File: config.mk
export PLATFORM = sky130hd
export DESIGN_NAME = dstore_seg_check
export DESIGN_NICKNAME = d
export VERILOG_FILES = /design/src/rtl/dstore_seg_check.sv
export SDC_FILE = /design/constraint.sdc
export NUM_CORES = 1
export LEC_CHECK = 0
export BUFFER_PORTS_ARGS = -buffer_cell sky130_fd_sc_hd__buf_2
export CORE_MARGIN = 1
export CORE_UTILIZATION = 43
export DETAILED_ROUTE_END_ITERATION = 10
export GPL_TIMING_DRIVEN = 0
export PLACE_DENSITY = 0.79
export SYNTH_ARGS = -nofsm -noshare
export SYNTH_HDL_FRONTEND = slang
export SYNTH_SLANG_ARGS = --single-unit
File: constraint.sdc
create_clock -name clk -period 1.4 [get_ports clk]
set_input_delay 0.07 -clock clk [delete_from_list [all_inputs] [get_ports clk]]
set_output_delay 0.07 -clock clk [all_outputs]
set_load 0.01 [all_outputs]
File: src/rtl/dstore_seg_check.sv
module dstore_seg_check #(
  parameter logic [8:0] BYPASS_ID = 9'h07F
) (
  input  logic        clk,
  input  logic        rst_n,
  input  logic        req_valid,
  input  logic [31:0] seg_desc,
  input  logic [31:0] eff_addr,
  input  logic [1:0]  acc_kind,
  input  logic [2:0]  acc_class,
  input  logic        user_mode,
  output logic        rsp_valid,
  output logic        rsp_grant,
  output logic        rsp_fault,
  output logic        rsp_error,
  output logic [31:0] real_addr,
  output logic [2:0]  perm,
  output logic [1:0]  fault_type,
  output logic [31:0] fault_status,
  output logic [31:0] fault_addr
);
  localparam logic [1:0] K_LOAD = 2'd0, K_STORE = 2'd1, K_FETCH = 2'd2;
  localparam logic [2:0] C_INT = 3'd0, C_FP = 3'd1, C_RES = 3'd2, C_CACHE = 3'd3, C_EXT = 3'd4;
  localparam logic [1:0] FT_INSTR = 2'd1, FT_DATA = 2'd2, FT_ALIGN = 2'd3;

  wire key      = user_mode ? seg_desc[29] : seg_desc[30];
  wire is_store = (acc_kind == K_STORE);
  wire bypass   = (seg_desc[28:20] == BYPASS_ID);

  logic        n_grant, n_fault, n_err;
  logic [2:0]  n_perm;
  logic [1:0]  n_ft;
  logic [31:0] n_st, n_fa, n_ra;

  always_comb begin
    n_grant = 1'b0; n_fault = 1'b0; n_err = 1'b0;
    n_perm = 3'b000; n_ft = 2'd0; n_st = 32'h0; n_fa = 32'h0; n_ra = 32'h0;
    if (!req_valid) begin
    end else if (acc_kind == 2'd3) begin
      n_err = 1'b1;
    end else if (bypass) begin
      n_grant = 1'b1; n_perm = 3'b111;
      n_ra = {seg_desc[3:0], eff_addr[27:0]};
    end else if (acc_kind == K_FETCH) begin
      n_fault = 1'b1; n_ft = FT_INSTR; n_st = 32'h1000_0000;
    end else begin
      case (acc_class)
        C_INT: begin
          if ((acc_kind == K_LOAD && key) || (is_store && !key)) begin
            n_fault = 1'b1; n_ft = FT_DATA; n_fa = eff_addr;
            n_st = is_store ? 32'h0A00_0000 : 32'h0800_0000;
          end else begin
            n_grant = 1'b1; n_perm = 3'b110; n_ra = eff_addr;
          end
        end
        C_FP: begin
          n_fault = 1'b1; n_ft = FT_ALIGN; n_fa = eff_addr;
        end
        C_RES: begin
          n_fault = 1'b1; n_ft = FT_DATA; n_fa = eff_addr;
          n_st = is_store ? 32'h0600_0000 : 32'h0400_0000;
        end
        C_CACHE: begin
          n_grant = 1'b1; n_perm = 3'b110; n_ra = eff_addr;
        end
        C_EXT: begin
          n_fault = 1'b1; n_ft = FT_DATA; n_fa = eff_addr;
          n_st = is_store ? 32'h0610_0000 : 32'h0410_0000;
        end
        default: n_err = 1'b1;
      endcase
    end
  end

  always_ff @(posedge clk) begin
    if (!rst_n) begin
      rsp_valid <= 1'b0; rsp_grant <= 1'b0; rsp_fault <= 1'b0; rsp_error <= 1'b0;
      real_addr <= 32'h0; perm <= 3'b000; fault_type <= 2'd0;
      fault_status <= 32'h0; fault_addr <= 32'h0;
    end else begin
      rsp_valid <= req_valid; rsp_grant <= n_grant; rsp_fault <= n_fault; rsp_error <= n_err;
      real_addr <= n_ra; perm <= n_perm; fault_type <= n_ft;
      fault_status <= n_st; fault_addr <= n_fa;
    end
  end

  p_latency_r1: assert property (@(posedge clk) disable iff (!rst_n)
    req_valid |=> rsp_valid);
  p_idle_quiet_r1: assert property (@(posedge clk) disable iff (!rst_n)
    !req_valid |=> !rsp_valid && !rsp_grant && !rsp_fault && !rsp_error && real_addr == 32'h0);
  p_bypass_r2: assert property (@(posedge clk) disable iff (!rst_n)
    req_valid && acc_kind != 2'd3 && seg_desc[28:20] == BYPASS_ID |=>
      rsp_grant && perm == 3'b111 && real_addr[27:0] == $past(eff_addr[27:0])
      && real_addr[31:28] == $past(seg_desc[3:0]));
  p_fetch_r3: assert property (@(posedge clk) disable iff (!rst_n)
    req_valid && acc_kind == K_FETCH && seg_desc[28:20] != BYPASS_ID |=>
      rsp_fault && fault_type == FT_INSTR && fault_status == 32'h1000_0000);
  p_cache_r6: assert property (@(posedge clk) disable iff (!rst_n)
    req_valid && acc_class == C_CACHE && !acc_kind[1] && seg_desc[28:20] != BYPASS_ID |=>
      rsp_grant && real_addr == $past(eff_addr));
  p_one_outcome_r11: assert property (@(posedge clk) disable iff (!rst_n)
    rsp_valid |-> $onehot({rsp_grant, rsp_fault, rsp_error}));
  p_error_clean_r10: assert property (@(posedge clk) disable iff (!rst_n)
    rsp_error |-> perm == 3'b000 && fault_status == 32'h0 && fault_addr == 32'h0);
endmodule

* Word-level counts from Yosys, hierarchy flattened
Index checks and enable logic that the tools add are counted.
** Storage, ports and cells
- Flip-flop bits (word level) :: 105
- Latch bits :: 0
- Bits in writable memories :: 0
- ROM bits :: 0
- Bits of input ports :: 73
- Output and inout bits :: 105
- Memories kept :: 0
** Operators by class
- Add/sub/neg operators :: 0
- Multipliers :: 0
- Divide/modulo/power cells :: 0
- $lt $le $gt $ge :: 0
- Equal/unequal tests :: 8
- Shifts and indexed selects :: 0
- Mux-type cells :: 31
- Bitwise operators :: 2
- Reduce and logical (&&, ||, !) cells :: 13
** Operators with widths (number)
- $mux W32 :: 4
- $pmux W32 S2 :: 2
- $pmux W28 S3 :: 1
- $mux W26 :: 3
- $mux W29 :: 1
- $mux W28 :: 1
- $mux W1 :: 11
- $reduce_or A5 Y1 :: 2
- $eq A9 B7 Y1 const B :: 1
- $mux W3 :: 3
- $eq A3 B2 Y1 const B :: 2
- $pmux W2 S3 :: 1
- $pmux W3 S2 :: 1
- $reduce_or A3 Y1 :: 2
- $eq A2 B2 Y1 const B :: 2
- $pmux W1 S2 :: 2
- $reduce_or A4 Y1 :: 1
- $eq A3 B1 Y1 const B :: 1
- $eq A3 B3 Y1 const B :: 1
- $logic_not A3 Y1 :: 1
- $eq A2 B1 Y1 const B :: 1
- $logic_and A1 B1 Y1 :: 2
- $logic_not A2 Y1 :: 1
- $mux W2 :: 1
- 5 further kinds :: 6

* Logic depth before layout (Yosys ltp)
- Word-level depth :: 8
- Mapped depth :: 7

* Worst setup path before layout
Ideal clock, no wire load.
- Path type :: input port to flip-flop
- Start point :: input port user_mode
- End point :: register fault_addr[0]
- Setup time :: 0.114 ns
- Data arrival time :: 1.120 ns
- Path slack :: 0.166 ns
- Stages :: 6
- Buffers on the path :: 2
- Cell sequence :: mux2i_2 > mux2i_1 > o31a_1 > buf_6 > buf_12 > nor2_4
** On the way
- Longest elaborated chain between the ends :: 6
- Elaborated cells between the ends (all ways) :: 7
** RTL lines
- start, declared :: RTL line 11 : input logic user_mode,
- $mux W1 * :: RTL line 26 : wire key = user_mode ? seg_desc[29] : seg_desc[30];
- $logic_not A1 Y1 :: RTL line 49 : if ((acc_kind == K_LOAD && key) || (is_store && !key)) begin
- $logic_and A1 B1 Y1 :: RTL line 49
- $logic_or A1 B1 Y1 * :: RTL line 49
- $mux W32 * :: RTL line 49
- $pmux W32 S2 * :: RTL line 47 : case (acc_class)
- end signal, assigned :: RTL line 83 : fault_status <= n_st; fault_addr <= n_fa;
- end, declared :: RTL line 20 : output logic [31:0] fault_addr
Every way passes the cells marked *; elsewhere a longest branch is shown, timed or not.
A chain may end at the register's enable or synchronous reset.

* Worst setup path after layout
- Start point :: input port seg_desc[26]
- End point :: register fault_addr[15]
** On the way
- Longest elaborated chain between the ends :: 2
** RTL lines
- start, declared :: RTL line 7 : input logic [31:0] seg_desc,
- $eq A9 B7 Y1 :: RTL line 28 : wire bypass = (seg_desc[28:20] == BYPASS_ID);
- $reduce_or A5 Y1 (no line)
No other way between the ends.

==> results.toml <==
[power]
switching_power_mw = 1.09
p_per_area_nw_per_um2 = 1060
p_seq_frac = 0.480
ir_drop_v = 0.000487
p_comb_frac = 0.130
intPower_mw = 3.50
clkPwrFrac = 0.390
power.leakage_nw = 2.09
swShare = 0.238

[worst_hold_path]
holdPathStages = 3
min_path_type = "in2reg"
worstHoldStart = "eff_addr[30]"
worstHoldEndpoint = "fault_addr[30]$_SDFF_PP0_"

[global_routing]
antenna_found_initial = 0
grt-ovfl-total = 0
grt_pass1_vias = 2286
grt_usage = 0.193
grt_pass1_wl_um = 10500
grt_max_degree = 14

[worst_setup_path]
crit_required_ns = 1.68
crit_slowest_cell = "a311oi_4"
crit_start = "seg_desc[26]"
cp.arrival_ns = 1.56
worst_setup_path_start_kind = "primary input"
path_cells = "buf_2 > nor3b_2 > a311oi_4 > clkbuf_1 > nand2_1 > nor2_4"
path_buf_inv = 2
crit_fanout = 10
cpLargestDelayFamily = "compound AO/OA/AOI/OAI gates"
cp_slowest_stage_delay_ns = 0.55
critical_path_class = "in2reg"
crit_path_end_kind = "flip-flop"

[clock_tree]
post-cts-setup-buffer-count = 0
clk_pin_slew_ns = 0.07
htreeDepth = 3
clk_path_buf_depth = 2
numClockSinks = 76
cts_made_buffers = 9
root_buffer = "clkbuf_8"
cts_tree = "yes"

[sta]
timing.final.crit_share = 0.917
rsz0062_at_grt = "no"
setup_violations = 0
tightest_slew_ns = 0.553
fin_ws_ns = 0.116
relSlewSlack = 0.632
timing.fmax_ghz = 0.779
timing.hold.ws_ns = 0.0176
slew_viol_final = 0
fin_crit_ns = 1.28
hold_viol = 0

[logic_synthesis]
synth-edff-count = 0
synth_ff_type = "dfxtp_1"
synth.distinct_cells = 40
avgSynthCellArea_um2 = 10.8
yosys_warnings = 0
synth_seq_area_share = 0.525
ys_async_sr_fraction = 0
synth.cell_area_um2 = 2900
postSynthCellCount = 268
synth_seq_cells = 76

[detailed_routing]
drc = 20
num_vias = 2421
drt_first_iter_violations = 69
wl_per_cell_um = 12.4
final_antenna_net_count = 0
vias_per_cell = 4.38
wl_um = 6830
first_pass_iters = 7

[floorplanning]
die_area_um2 = 7070
num_io_pins = 178
rows = 29
core_um2 = 6420
die_y_um = 84.1
start_util = 0.451
die_w_um = 84.1

[layout]
drive_gt1_frac = 0.462
syn_to_final_growth_pct = 49.2
layout_common_cells = "136 x buf_2, 76 x dfxtp_1, 38 x nand2_1, 36 x dlygate4sd3_1"
n_antenna_cell = 0
fill_cells = 499
final_common_cell = "buf_2"
fin_nets = 544

[outcome]
status = "finished, violations left"
violations = "DRC"

[flow_run]
maxCapViolCount = 0

[place]
dp_hpwl_um = 4710
io_buffers = 130
post-place-ws_ns = -0.300
globalplace.congestion = 0.757
[power by group through the flow]
stage	logic, mW	clock network (mW)	registers [mW]
floorplan	0.333	0	2.28
global placement	0.509	0	2.26
detailed placement	0.514	0	2.26
CTS	0.593	1.84	2.21
global route	0.645	1.91	2.21
finish	0.599	1.79	2.21
[layout make-up]
cell class                 instances  area (um^2)  share of cell area
inverter                           1         3.75            0.000869
multi-input combinational        170         1120               0.260
clock inverter                     6         87.6              0.0203
sequential                        76         1520               0.352
buffer                            47          349              0.0808
clock buffer                      10          128              0.0295
timing repair buffer             166         1010               0.234
tap                               77         96.3              0.0223
[kinds of logic after synthesis]
| group | after synthesis | synth area share |
|---|---|---|
| DFF | 76 | 0.525 |
| other | 1 | 0.00129 |
| and+or+nand+nor | 97 | 0.225 |
| AOI/OAI and AO/OA | 42 | 0.112 |
| xor gates and xnor gates | 2 | 0.00605 |
| muxes | 2 | 0.00821 |
| buffers and inverters | 48 | 0.122 |
[synth_stat cells (all sizes together) (2+ instances only)]
library cell | instances | area (um^2)
o2bb2ai | 4 | 35.0
nor4 | 2 | 12.5
a21oi | 4 | 20.0
nor3 | 3 | 15.0
clkbuf | 7 | 26.3
mux2i | 2 | 23.8
and2 | 3 | 18.8
nand3b | 4 | 30.0
nand2 | 38 | 143
dfxtp | 76 | 1520
buf | 40 | 323
nand2b | 2 | 12.5
nor2 | 37 | 359
a21boi | 28 | 210
o21ai | 2 | 10.0
[metrics by stage]
stage          setup TNS (ns)  instances  cell area, um^2  total power, mW  utilization
3_5_place_dp           -11.23        501             3740             2.77        0.583
6_report                    0        553             4320             4.60        0.673
3_3_place_gp           -10.14        501             3740             2.76        0.583
4_1_cts                     0        553             4320             4.63        0.672
2_1_floorplan               0        294             2990             2.61            -
5_1_grt                     0        553             4320             4.76        0.673
[layer usage]
| metal | GRT usage | vias up | part of all wire |
|---|---|---|---|
| li1 | - | 1212 | - |
| met3 | 0.0465 | 18 | 0.070 |
| met2 | 0.341 | 120 | 0.50 |
| met5 | 0 | - | 0 |
| met1 | 0.212 | 1071 | 0.40 |
| met4 | 0.105 | 0 | 0.033 |
[worst max path at each step]
stage,slack [ns],end,cells after the start
after global placement,-0.28,fault_addr[14]$_SDFF_PP0_,6
after detailed placement,-0.30,fault_addr[9]$_SDFF_PP0_,6
after global routing,0.007,fault_addr[4]$_SDFF_PP0_,6
after floorplan,0.17,fault_addr[0]$_SDFF_PP0_,6
final,0.12,fault_addr[15]$_SDFF_PP0_,6
after CTS,0.06,fault_addr[9]$_SDFF_PP0_,6
[sequential cells by signal, summed over array words and instances (netlist names)]
| register | count |
|---|---|
| fault_addr | 32 |
| fault_status | 5 |
| fault_type | 2 |
| perm | 1 |
| real_addr | 32 |
| rsp_error | 1 |
| rsp_fault | 1 |
| rsp_grant | 1 |
| rsp_valid | 1 |
[tightest hold or removal path, stage by stage]
cell and delay [ns]:
buf_2 0.12, nand2_1 0.10, nor2_4 0.03
[what timing repair did]
action	in CTS	in global routing
resized for setup	0	1
endpoints found under the hold margin	64	0
hold buffers	36	0
endpoints found under the setup margin	0	1
No activity file was read; power rests on OpenSTA's default activity.
